### src/rtl/tif_pkg.sv
package tif_pkg;

  localparam int NFLAG  = 4;
  localparam int REG_W  = 8;

  localparam int FI_OVF = 0;
  localparam int FI_CA  = 1;
  localparam int FI_CB  = 2;
  localparam int FI_CAP = 3;

  localparam int NCMP   = 3;
  localparam int CI_A   = 0;
  localparam int CI_B   = 1;
  localparam int CI_TOP = 2;

  // status-byte position of each flag index
  function automatic int flag_pos(input int idx);
    case (idx)
      FI_OVF:  return 0;
      FI_CA:   return 1;
      FI_CB:   return 2;
      default: return 5;
    endcase
  endfunction

  // waveform modes in which the capture register is the counter's TOP
  function automatic logic cap_is_top(input logic [3:0] mode);
    case (mode)
      4'd8, 4'd10, 4'd12, 4'd14: return 1'b1;
      default:                   return 1'b0;
    endcase
  endfunction

endpackage

### src/rtl/tif_match_stage.sv
module tif_match_stage #(
  parameter int CNT_W = 16
) (
  input  logic             clk,
  input  logic             rst_n,
  input  logic             tick,
  input  logic [CNT_W-1:0] cnt,
  input  logic [CNT_W-1:0] ref_val,
  output logic             fire
);
  logic hit_q;

  // equality is captured on one enabled tick and released on the next
  always_ff @(posedge clk or negedge rst_n) begin
    if (!rst_n)    hit_q <= 1'b0;
    else if (tick) hit_q <= (cnt == ref_val);
  end

  assign fire = tick & hit_q;
endmodule

### src/rtl/tif_flag_bit.sv
module tif_flag_bit (
  input  logic clk,
  input  logic rst_n,
  input  logic set_i,
  input  logic clr_i,
  output logic flag_o
);
  always_ff @(posedge clk or negedge rst_n) begin
    if (!rst_n)      flag_o <= 1'b0;
    else if (set_i)  flag_o <= 1'b1;
    else if (clr_i)  flag_o <= 1'b0;
  end
endmodule

### src/rtl/tif_regmap.sv
module tif_regmap
  import tif_pkg::*;
(
  input  logic [NFLAG-1:0] flags,
  input  logic             wr_en,
  input  logic [REG_W-1:0] wr_data,
  output logic [NFLAG-1:0] clr_wr,
  output logic [REG_W-1:0] rd_data
);
  generate
    for (genvar g = 0; g < NFLAG; g++) begin : g_clr
      localparam int POS = flag_pos(g);
      assign clr_wr[g] = wr_en & wr_data[POS];
    end
  endgenerate

  always_comb begin
    rd_data = '0;
    for (int i = 0; i < NFLAG; i++) rd_data[flag_pos(i)] = flags[i];
  end

  logic unused_wr_bits;
  assign unused_wr_bits = ^{wr_data[7:6], wr_data[4:3]};
endmodule

### src/rtl/tmr_irq_flags.sv
module tmr_irq_flags
  import tif_pkg::*;
#(
  parameter int CNT_W = 16
) (
  input  logic             clk,
  input  logic             rst_n,
  input  logic             tick,
  input  logic [CNT_W-1:0] cnt,
  input  logic [CNT_W-1:0] cmp_a,
  input  logic [CNT_W-1:0] cmp_b,
  input  logic [CNT_W-1:0] cap_top,
  input  logic             cap_evt,
  input  logic             ovf_evt,
  input  logic             frc_a,
  input  logic             frc_b,
  input  logic [3:0]       wmode,
  input  logic             wr_en,
  input  logic [7:0]       wr_data,
  output logic [7:0]       rd_data,
  input  logic [3:0]       ack,
  input  logic [3:0]       ien,
  output logic [3:0]       irq
);
  logic [NCMP-1:0][CNT_W-1:0] refs;
  logic [NCMP-1:0]            fire;
  logic [NFLAG-1:0]           set_v;
  logic [NFLAG-1:0]           clr_wr;
  logic [NFLAG-1:0]           clr_v;
  logic [NFLAG-1:0]           flags;
  logic                       top_mode;

  assign refs[CI_A]   = cmp_a;
  assign refs[CI_B]   = cmp_b;
  assign refs[CI_TOP] = cap_top;

  generate
    for (genvar c = 0; c < NCMP; c++) begin : g_cmp
      tif_match_stage #(.CNT_W(CNT_W)) u_stage (
        .clk     (clk),
        .rst_n   (rst_n),
        .tick    (tick),
        .cnt     (cnt),
        .ref_val (refs[c]),
        .fire    (fire[c])
      );
    end
  endgenerate

  assign top_mode = cap_is_top(wmode);

  // set sources; forced-compare strobes deliberately feed none of them
  assign set_v[FI_OVF] = ovf_evt;
  assign set_v[FI_CA]  = fire[CI_A];
  assign set_v[FI_CB]  = fire[CI_B];
  assign set_v[FI_CAP] = top_mode ? fire[CI_TOP] : cap_evt;

  tif_regmap u_map (
    .flags   (flags),
    .wr_en   (wr_en),
    .wr_data (wr_data),
    .clr_wr  (clr_wr),
    .rd_data (rd_data)
  );

  assign clr_v = clr_wr | ack;

  generate
    for (genvar f = 0; f < NFLAG; f++) begin : g_flag
      tif_flag_bit u_bit (
        .clk    (clk),
        .rst_n  (rst_n),
        .set_i  (set_v[f]),
        .clr_i  (clr_v[f]),
        .flag_o (flags[f])
      );
    end
  endgenerate

  assign irq = flags & ien;

  logic unused_force;
  assign unused_force = frc_a | frc_b;
endmodule

### config.mk
export PLATFORM = sky130hd
export DESIGN_NAME = tmr_irq_flags
export DESIGN_NICKNAME = d
export VERILOG_FILES = /design/src/rtl/tif_pkg.sv /design/src/rtl/tif_match_stage.sv /design/src/rtl/tif_flag_bit.sv /design/src/rtl/tif_regmap.sv /design/src/rtl/tmr_irq_flags.sv
export SDC_FILE = /design/constraint.sdc
export NUM_CORES = 1
export LEC_CHECK = 0
export BUFFER_PORTS_ARGS = -buffer_cell sky130_fd_sc_hd__buf_2
export CAP_MARGIN = 20
export CORE_ASPECT_RATIO = 1.25
export CORE_MARGIN = 10
export CORE_UTILIZATION = 23
export CTS_CLUSTER_SIZE = 24
export DETAILED_ROUTE_END_ITERATION = 7
export PLACE_DENSITY = 0.64
export SKIP_LAST_GASP = 1
export SLEW_MARGIN = 20
export SYNTH_ARGS = -nofsm -noshare
export SYNTH_HDL_FRONTEND = slang
export SYNTH_SLANG_ARGS = --single-unit
### constraint.sdc
create_clock -name clk -period 1.5 [get_ports clk]
set_clock_uncertainty 0.1 [all_clocks]
set_input_delay 0.15 -clock clk [delete_from_list [all_inputs] [get_ports clk]]
set_output_delay 0.15 -clock clk [all_outputs]
set_load 0.02 [all_outputs]
# Word level (Yosys, flattened, before mapping)
# Index checks and enable logic that the tools add are counted.
# W data, S select, Z words.
totals:
  ramBits: 0
  romBits: 0
  latch_bits: 0
  memories: 0
  ff_bits: 7
classes:
  div_mod_pow: 0
  n_reduce_logical: 5
  magnitude_cmp: 0
  mux: 10
  n_addsub: 0
  n_eq_ne: 7
  n_mul: 0
  n_bitwise: 9
  n_shift: 0
ops:
  columns: ["op", "count"]
  rows:
  - ["$eq A16 B16 Y1", 3]
  - ["$eq A4 B4 Y1 const B", 4]
  - ["$mux W1", 10]
  - ["$reduce_bool A2 Y1", 4]
  - ["$and A1 B1 Y1", 7]
  - ["$and A4 B4 Y4", 1]
  - ["$or A4 B4 Y4", 1]
  - ["$reduce_or A4 Y1", 1]

# Depth between registers and ports, before layout
# Gate-level depths: netlist of the first run.
logic_depth:
  depth_word: 5
  depth_mapped: 4

# By module
# Synthesis of the first run repeated with hierarchy kept, for this count alone.
unflattened:
  hier_cells: 107
  area_unflattened_um2: 954.7
by_module_without_submodules:
  columns: ["module", "cells_each", "instances", "area_per_inst_um2"]
  rows:
  - ["tif_match_stage", 24, 3, 214.0]
  - ["tif_flag_bit", 3, 4, 36.3]
  - ["tif_regmap", 13, 1, 88.8]
  - ["tmr_irq_flags", 10, 1, 78.8]

# Worst setup path after synthesis of the first run
# OpenSTA, ideal clock, no wires.
synth_timing:
  path_type: "input to register"
  from: "in cmp_a[8]"
  to: "reg g_cmp[0].u_stage.hit_q"
  t_arrival_ps: 781
  setup_ps: 65
  slack_ps: 554
  path_buffers: 0
  cell_stages: 4
  t_required_ps: 1335
  cell_sequence: "xnor2_1 -> nand4_1 -> nor4_1 -> mux2_2"
synth_between:
  elab_chain_cells: 1
synth_lines:
  columns: ["item", "line", "rtl"]
  rows:
  - ["start: declaration", "tmr_irq_flags.sv:10", "input logic [CNT_W-1:0] cmp_a,"]
  - ["$eq A16 B16 Y1", "tif_match_stage.sv:16", "else if (tick) hit_q <= (cnt == ref_val);"]
  - ["end signal: assignment", "tif_match_stage.sv:16", null]
  - ["end: declaration", "tif_match_stage.sv:11", "logic hit_q;"]
# Every way passes these cells.
# A chain may end at the register's enable or synchronous reset.

# Worst setup path in the final report of the first run
layout_timing:
  from: "reg g_flag[3].u_bit.flag_o"
  to: "out irq[3]"
layout_between:
  elab_chain_cells: 1
layout_lines:
  columns: ["item", "line", "rtl"]
  rows:
  - ["start: declaration", "tif_flag_bit.sv:6", "output logic flag_o"]
  - ["start signal: assignment", "tif_flag_bit.sv:9", "if (!rst_n) flag_o <= 1'b0;"]
  - ["start signal: assignment", "tif_flag_bit.sv:10", "else if (set_i) flag_o <= 1'b1;"]
  - ["start signal: assignment", "tif_flag_bit.sv:11", "else if (clr_i) flag_o <= 1'b0;"]
  - ["$and A4 B4 Y4", "tmr_irq_flags.sv:80", "assign irq = flags & ien;"]
  - ["end: declaration", "tmr_irq_flags.sv:23", "output logic [3:0] irq"]
# Every way passes these cells.

==> results by group, run 1 <==
Outcome
  – Run status: finished, final reports clean

Critical path
  – Crit Path Max Fanout: 3
  – Worst setup path class: reg -> out
  – Critical Path AT: 0.91 ns
  – Worst Path Required: ~1.3 ns
  – Setup crit end kind: output pin
  – Worst setup SP type: register

Layout
  – Antenna cells: 0
  – Area occupied by registers: 175 sq um
  – Fillers: about 410
  – Post-route cell area: ~1400 sq um
  – Layout cells sized above 1: 51.0%
  – Area delta synth->final: 59.1%
  – Utilization after layout: a little under two fifths
  – Multi-input gate area: approximately 660 sq um
  – Net count, final: ~290

Synthesis
  – Largest cells by area after synthesis: xnor2_1, dfrtp_1, nand4_1
  – Synth Cell Area: between 800 and 900 sq um
  – Yosys top cell area share: a little under half
  – Post-synth EDFFs: 0
  – Mapped Avg Cell Area: 8.87 sq um
  – Most numerous cell in the Yosys netlist: xnor2_1
  – Top_reg_cell synth: dfrtp_1
  – Most frequent cells after synthesis: xnor2_1, nand4_1, buf_4
  – Sequential fraction of the synthesis area: between 15 and 20%
  – Register bit total from synthesis: 7
  – Ys async rst share: between 90% and 100%
  – Synth Warn #: 0
  – Syn Inst Count: just over 100
  – Cell taking the most area after synthesis: xnor2_1
  – Distinct cell type count after synthesis: 15

Routing
  – Final WL: approximately 3.3 mm
  – DR vias/cell: 4.03
  – DR WL/cell: approximately 14 microns
  – Residual DRC count: 0
  – Vias: between 900 and 1,000
  – Final antenna-violating net count: 0
  – Drt initial violations: 18
  – Top Metal Used: met4
  – Met1 wire length: between 1 and 1.5 mm
  – WL met2: between 1.5 and 2 mm
  – DR pass1 iterations: 2
  – Met3 WL post-DR: 538 microns

Die
  – Initial Util: 23.7%
  – Core ar.: around 3800 sq um
  – Die H: 89.8 microns
  – DIE WIDTH: between 70 and 80 microns
  – Die Area: roughly 6800 sq um
  – Number of I/O pins: between 100 and 150
  – FP Rows: 25

CTS
  – Num CTS Buffers: 3
  – CTS tree: built
  – Max clock buf depth: 2
  – CTS Sinks: 7
  – Clk_lat worst skew: roughly 0.23 ns
  – Post-cts sizing count: 0
  – CTS Hold Buffers Added: 1
  – CTS clk-pin slew, worst paths: around 0.040 ns
  – Post-CTS Setup Inserts: 0
  – H-tree depth: 1
  – Clock root cell: clkbuf_8

Placed design
  – DPL Wire Length: between 3 and 4 mm
  – Routability cong.: about 0.66
  – DP Area: ~1400 sq um
  – Port bufs: 91

STA
  – RSZ-0062 raised after global routing: false
  – Final setup viols: 0
  – Max-slew violations: 0
  – Tcrit/Tclk final: between 70 and 80%
  – Hold_ws: between 0.01 and 0.015 ns
  – Post-route setup TNS: 0 ns
  – Final Critical Period: around 1.2 ns
  – Fin. Hold Viols: 0
  – Highest Clock Rate: ~860 MHz

Power and ir drop
  – Pwr Density: between 500 and 600 nW/um^2
  – Static Leak: just under 0.7 nW
  – Peak VDD IR: around 180 uV

Global routing
  – Initial antenna violation count: 0
  – GR Util All Layers: under 10%
  – First-pass GRT wire length: ~5.1 mm
  – Largest net degree at the start of global routing: 8
  – Vias in the first global route: around 1,100
  – Gr ovfl total: 0

Hold path
  – HP Class: in -> reg

Flow run
  – Max-cap violation count: 0
[worst paths after layout]
check                                                   start  slack, ns  cells after the start                                  to
setup / recovery           g_flag[3].u_bit.flag_o$_DFFE_PN0P_       0.34                      2                              irq[3]
hold / removal                                        ovf_evt       0.01                      2  g_flag[0].u_bit.flag_o$_DFFE_PN0P_
setup reg to reg           g_cmp[2].u_stage.hit_q$_DFFE_PN0P_       0.61                      2  g_flag[3].u_bit.flag_o$_DFFE_PN0P_
hold reg to reg            g_cmp[0].u_stage.hit_q$_DFFE_PN0P_       0.39                      1  g_flag[1].u_bit.flag_o$_DFFE_PN0P_
max in group asynchronous                               rst_n       0.95                      2  g_cmp[0].u_stage.hit_q$_DFFE_PN0P_
min in group asynchronous                               rst_n       0.19                      2  g_flag[1].u_bit.flag_o$_DFFE_PN0P_
[layout by cell type (no fill, tap or decap), types with 2 or more instances in the layout]
master / synthesis / final
conb_1: 1 / 4
a32o_1: 2 / 2
nand2_1: 5 / 5
nor4_1: 3 / 3
xnor2_1: 48 / 48
nand4_1: 12 / 12
clkbuf_8: 0 / 3
inv_1: 4 / 4
buf_2: 0 / 91
dfrtp_1: 7 / 7
mux2_2: 3 / 3
and2_1: 4 / 4
[stage by stage]
| stage | std cells | setup WS, ns | total power [mW] |
|---|---|---|---|
| 6_report | 246 | 0.337 | 0.789 |
| 5_1_grt | 246 | 0.288 | 0.841 |
| 4_1_cts | 246 | 0.326 | 0.799 |
| 3_5_place_dp | 241 | 0.176 | 0.527 |
| 3_3_place_gp | 241 | 0.166 | 0.524 |
| 2_1_floorplan | 104 | 0.554 | 0.369 |
[sequential cells by signal (all words and copies together), names as in the netlist]
register,cells
g_flag.u_bit.flag_o,4
g_cmp.u_stage.hit_q,3
[cell type report]
| cell class | instances | share of cell area (%) |
|---|---|---|
| clock buffer | 4 | 3.16 |
| multi-input combinational | 85 | 46.1 |
| inverter | 4 | 1.05 |
| timing repair buffer | 92 | 32.7 |
| tap | 54 | 4.74 |
| sequential | 7 | 12.3 |
[report_power, final]
part	total, mW	switching (mW)	internal, mW
Clock	0.269	0.0845	0.184
Sequential	0.197	0.00275	0.194
Combinational	0.323	0.142	0.182
Total	0.789	0.229	0.560
[worst max-delay path: stages (launching register included)]
cell and delay, ns:
dfrtp_1 0.38, and2_1 0.15, buf_2 0.15
[cells by family after synthesis]
kind of cell	share of synthesized area, %
AOI/OAI and AO/OA	4.75
buffers and inverters	8.38
DFF	19.6
xor gates and xnor gates	46.9
muxes	3.77
and+or+nand+nor	16.2
other	0.419
[layer usage]
| layer | vias up | track usage [%] |
|---|---|---|
| li1 | 513 | - |
| met1 | 412 | 8.46 |
| met2 | 61 | 16.9 |
| met3 | 5 | 5.39 |
| met4 | 0 | 3.26 |
| met5 | - | 0 |
(Power assumes the default switching activity.)
==> inputs of run 2 (changes only) <==
--- a/config.mk
+++ b/config.mk
@@ -5,6 +5,7 @@
 export SDC_FILE = /design/constraint.sdc
 export NUM_CORES = 1
 export LEC_CHECK = 0
+export ABC_AREA = 1
 export BUFFER_PORTS_ARGS = -buffer_cell sky130_fd_sc_hd__buf_2
 export CAP_MARGIN = 20
 export CORE_ASPECT_RATIO = 1.25
@@ -12,7 +13,7 @@
 export CORE_UTILIZATION = 23
 export CTS_CLUSTER_SIZE = 24
 export DETAILED_ROUTE_END_ITERATION = 7
-export PLACE_DENSITY = 0.64
+export PLACE_DENSITY = 0.6
 export SKIP_LAST_GASP = 1
 export SLEW_MARGIN = 20
 export SYNTH_ARGS = -nofsm -noshare
==> constraint.sdc (replaced) <==
create_clock -name clk -period 0.9 [get_ports clk]
set_clock_uncertainty 0.1 [all_clocks]
set_input_delay 0.09 -clock clk [delete_from_list [all_inputs] [get_ports clk]]
set_output_delay 0.09 -clock clk [all_outputs]
set_load 0.02 [all_outputs]
==> results by group, run 2 <==
Outcome
  – Run status: finished with violations
  – Failing checks: setup timing

Critical path
  – Setup crit end kind: output pin
  – Crit-path cells: nand2_1 -> inv_1 -> buf_6
  – Crit path largest cell delay: 0.40 ns (+0.02 ns)
  – R2r setup slk: -0.03 ns (-0.64 ns)
  – Worst setup path class: reg -> out
  – Crit Path Max Fanout: 3 (unchanged)
  – Worst Path Required: 0.71 ns (-0.54 ns)
  – FF-to-FF path depth: 2 (unchanged)
  – Critical Path AT: 0.85 ns (-0.06 ns)
  – Worst setup SP type: register
  – Worst reg2reg startpoint: g_flag[1].u_bit.flag_o$_DFFE_PN0P_
  – CP max stage cell: dfrtp_1
  – R2r endpoint: g_flag[1].u_bit.flag_o$_DFFE_PN0P_

Synthesis
  – Synth Cell Area: 1200 sq um (+34%)
  – Ys async rst share: 100% (unchanged)
  – Most frequent cells after synthesis: nand2_1, inv_1, nor2_1
  – Cell taking the most area after synthesis: nand2_1
  – Syn Inst Count: 245 (+140%)
  – Post-synth EDFFs: 0 (unchanged)
  – Mapped Avg Cell Area: 4.91 sq um (-45%)
  – Top_reg_cell synth: dfrtp_1
  – Yosys top cell area share: 33.7% (-13 points)
  – Largest cells by area after synthesis: nand2_1, inv_1, dfrtp_1
  – Most numerous cell in the Yosys netlist: nand2_1
  – Sequential fraction of the synthesis area: 14.6% (-5.0 points)
  – Distinct cell type count after synthesis: 15 (unchanged)
  – Synth Warn #: 0 (unchanged)
  – Register bit total from synthesis: 7 (unchanged)

Placed design
  – DP Area: 1710 sq um (+25%)
  – Post-Place Cells: 396 (+64%)
  – DPL Wire Length: 4.03 mm (+29%)
  – Port bufs: 91 (unchanged)
  – Routability cong.: 0.767 (+17%)

Die
  – Initial Util: 23.7% (about the same)
  – Number of I/O pins: 104 (unchanged)
  – DIE WIDTH: 84.7 microns (+12%)
  – Die Area: 8540 sq um (+25%)
  – Core ar.: 5080 sq um (+34%)
  – Die H: 101 microns (+12%)
  – FP Rows: 29 (+16%)

STA
  – Fin. Hold Viols: 0 (unchanged)
  – Tcrit/Tclk final: 116%
  – Final Critical Period: 1.04 ns
  – Hold_ws: 0.0440 ns (+0.0327 ns)
  – RSZ-0062 raised after global routing: true
  – Highest Clock Rate: 961 MHz
  – Worst Setup Slack, final: -0.141 ns (-0.479 ns)
  – Final setup viols: 10 (+10)
  – Max-slew violations: 0 (unchanged)

Routing
  – Drt initial violations: 38 (+20)
  – Residual DRC count: 0 (unchanged)
  – DR vias/cell: 3.94 (-2.2%)
  – Final antenna-violating net count: 0 (unchanged)
  – Final WL: 4.48 mm (+35%)
  – Vias: 1,596 (+61%)
  – DR WL/cell: 11.0 microns (-18%)
  – DR pass1 iterations: 2 (unchanged)

Layout
  – Area delta synth->final: 53.7%
  – Layout cells sized above 1: 30.0% (-21 points)
  – Net count, final: 436 (+53%)
  – Antenna cells: 0 (unchanged)
  – Most flops, register: g_flag.u_bit.flag_o
  – Max reg flops: 4 (unchanged)
  – Fillers: 581 (+41%)
  – Finished Layout Cells: 405 (+65%)
  – Post-route cell area: 1850 sq um (+30%)
  – Top Registers: g_flag.u_bit.flag_o (4), g_cmp.u_stage.hit_q (3)
  – Most common cell after layout, fill and taps aside: nand2_1
  – Utilization after layout: 36.4% (-1.3 points)
  – Most frequent cells in the layout: nand2_1, buf_2, inv_1, nor2_1

CTS
  – CTS clk-pin slew, worst paths: 0.04 ns (about the same)
  – CTS Sinks: 7 (unchanged)
  – Clock root cell: clkbuf_8
  – Max clock buf depth: 2 (unchanged)
  – H-tree depth: 1 (unchanged)
  – Clk_lat worst skew: 0.22 ns (about the same)
  – CTS tree: built
  – Num CTS Buffers: 3 (unchanged)

Global routing
  – First-pass GRT wire length: 7.28 mm (+43%)
  – Grt met3 use: 4.37% (-1.0 points)
  – Vias in the first global route: 1,763 (+57%)
  – Grt peak-use layer: met2
  – GRT met1 Usage: 9.65% (+1.2 points)
  – Largest net degree at the start of global routing: 8 (unchanged)
  – Gr ovfl total: 0 (unchanged)
  – GR Util All Layers: 10.0% (+0.56 points)
  – GRT met2 Usage: 19.3% (+2.4 points)
  – Initial antenna violation count: 0 (unchanged)

Flow run
  – Max-cap violation count: 0 (unchanged)

Hold path
  – Hold worst-path end: g_flag[3].u_bit.flag_o$_DFFE_PN0P_
  – Hold path cells: 3 (+1)
  – Worst hold start: cap_evt
  – HP Class: in -> reg

Power and ir drop
  – Pwr Density: 757 nW/um^2 (+37%)
  – Peak VDD IR: 268 uV (+47%)
  – Static Leak: 1.26 nW (+87%)
  – Power consumption: 1.40 mW (+77%)
[run 2: cell count changes after synthesis, moves of 8 or more]
cell     delta
nor2_1     +23
inv_1      +52
nand2_1   +103
nand3_1    +11
a21oi_1     +8
nand4_1    -11
xnor2_1    -37
[run 2: worst max-delay path by stage]
stage                                        from  cells after the start  slack, ns                                 end
2_1_floorplan  g_cmp[0].u_stage.hit_q$_DFFE_PN0P_                      1       0.12  g_flag[1].u_bit.flag_o$_DFFE_PN0P_
3_3_place_gp                               cnt[9]                      9      -0.12  g_cmp[0].u_stage.hit_q$_DFFE_PN0P_
3_5_place_dp                              cnt[13]                      9      -0.12  g_cmp[0].u_stage.hit_q$_DFFE_PN0P_
4_1_cts        g_flag[3].u_bit.flag_o$_DFFE_PN0P_                      3      -0.13                              irq[3]
5_1_grt        g_flag[1].u_bit.flag_o$_DFFE_PN0P_                      3      -0.19                              irq[1]
6_report       g_flag[0].u_bit.flag_o$_DFFE_PN0P_                      3      -0.14                              irq[0]
[run 2: cell type report]
| class | instances | area (sq um) | area share [%] |
|---|---|---|---|
| Clock buffer | 4 | 45.0 | 2.44 |
| Inverter | 58 | 218 | 11.8 |
| Multi-Input combinational cell | 175 | 766 | 41.4 |
| Sequential cell | 7 | 175 | 9.48 |
| Tap cell | 62 | 77.6 | 4.20 |
| Timing Repair Buffer | 99 | 567 | 30.7 |
[run 2: timing repair]
item | in CTS | in global routing
pin swaps | 1 | 1
hold buffers | 3 | 0
endpoints found under the setup margin | 8 | 12
buffers inserted | 2 | 0
endpoints found under the hold margin | 9 | 0
gates resized for setup | 8 | 8
[run 2: per-stage QoR]
| stage | TNS [ns] | worst slack, ns |
|---|---|---|
| floorplan | 0 | 0.115 |
| global placement | -0.288 | -0.125 |
| detailed placement | -0.273 | -0.115 |
| CTS | -0.776 | -0.132 |
| global route | -1.16 | -0.186 |
| finish | -0.786 | -0.141 |
[run 2: logic make-up after synthesis]
| logic type | Yosys count | synth area share, % |
|---|---|---|
| AND/OR/NAND/NOR | 143 | 46.0 |
| buffers and inverters | 66 | 23.1 |
| other | 1 | 0.312 |
| XOR/XNOR | 11 | 8.01 |
| flip-flops | 7 | 14.6 |
| AO/OA/AOI/OAI | 17 | 8.01 |
[run 2: critical path, delay by kind of cell, from the launching register on]
kind / cells / cell delay (ns)
flops: 1 / 0.40
buf+inv: 2 / 0.16
simple gates: 1 / 0.07
[run 2: report_power, final]
part	internal [mW]	switching (mW)	leakage [nW]
clock network	0.305	0.123	0.0228
logic	0.305	0.334	1.15
registers	0.324	0.00660	0.0922
[run 2: layer usage]
metal  vias to the layer above  routed length [microns]
met3                         2                      432
met4                         0                       18
li1                        892                        -
met2                        61                     2270
met1                       641                     1750
met5                         -                        0
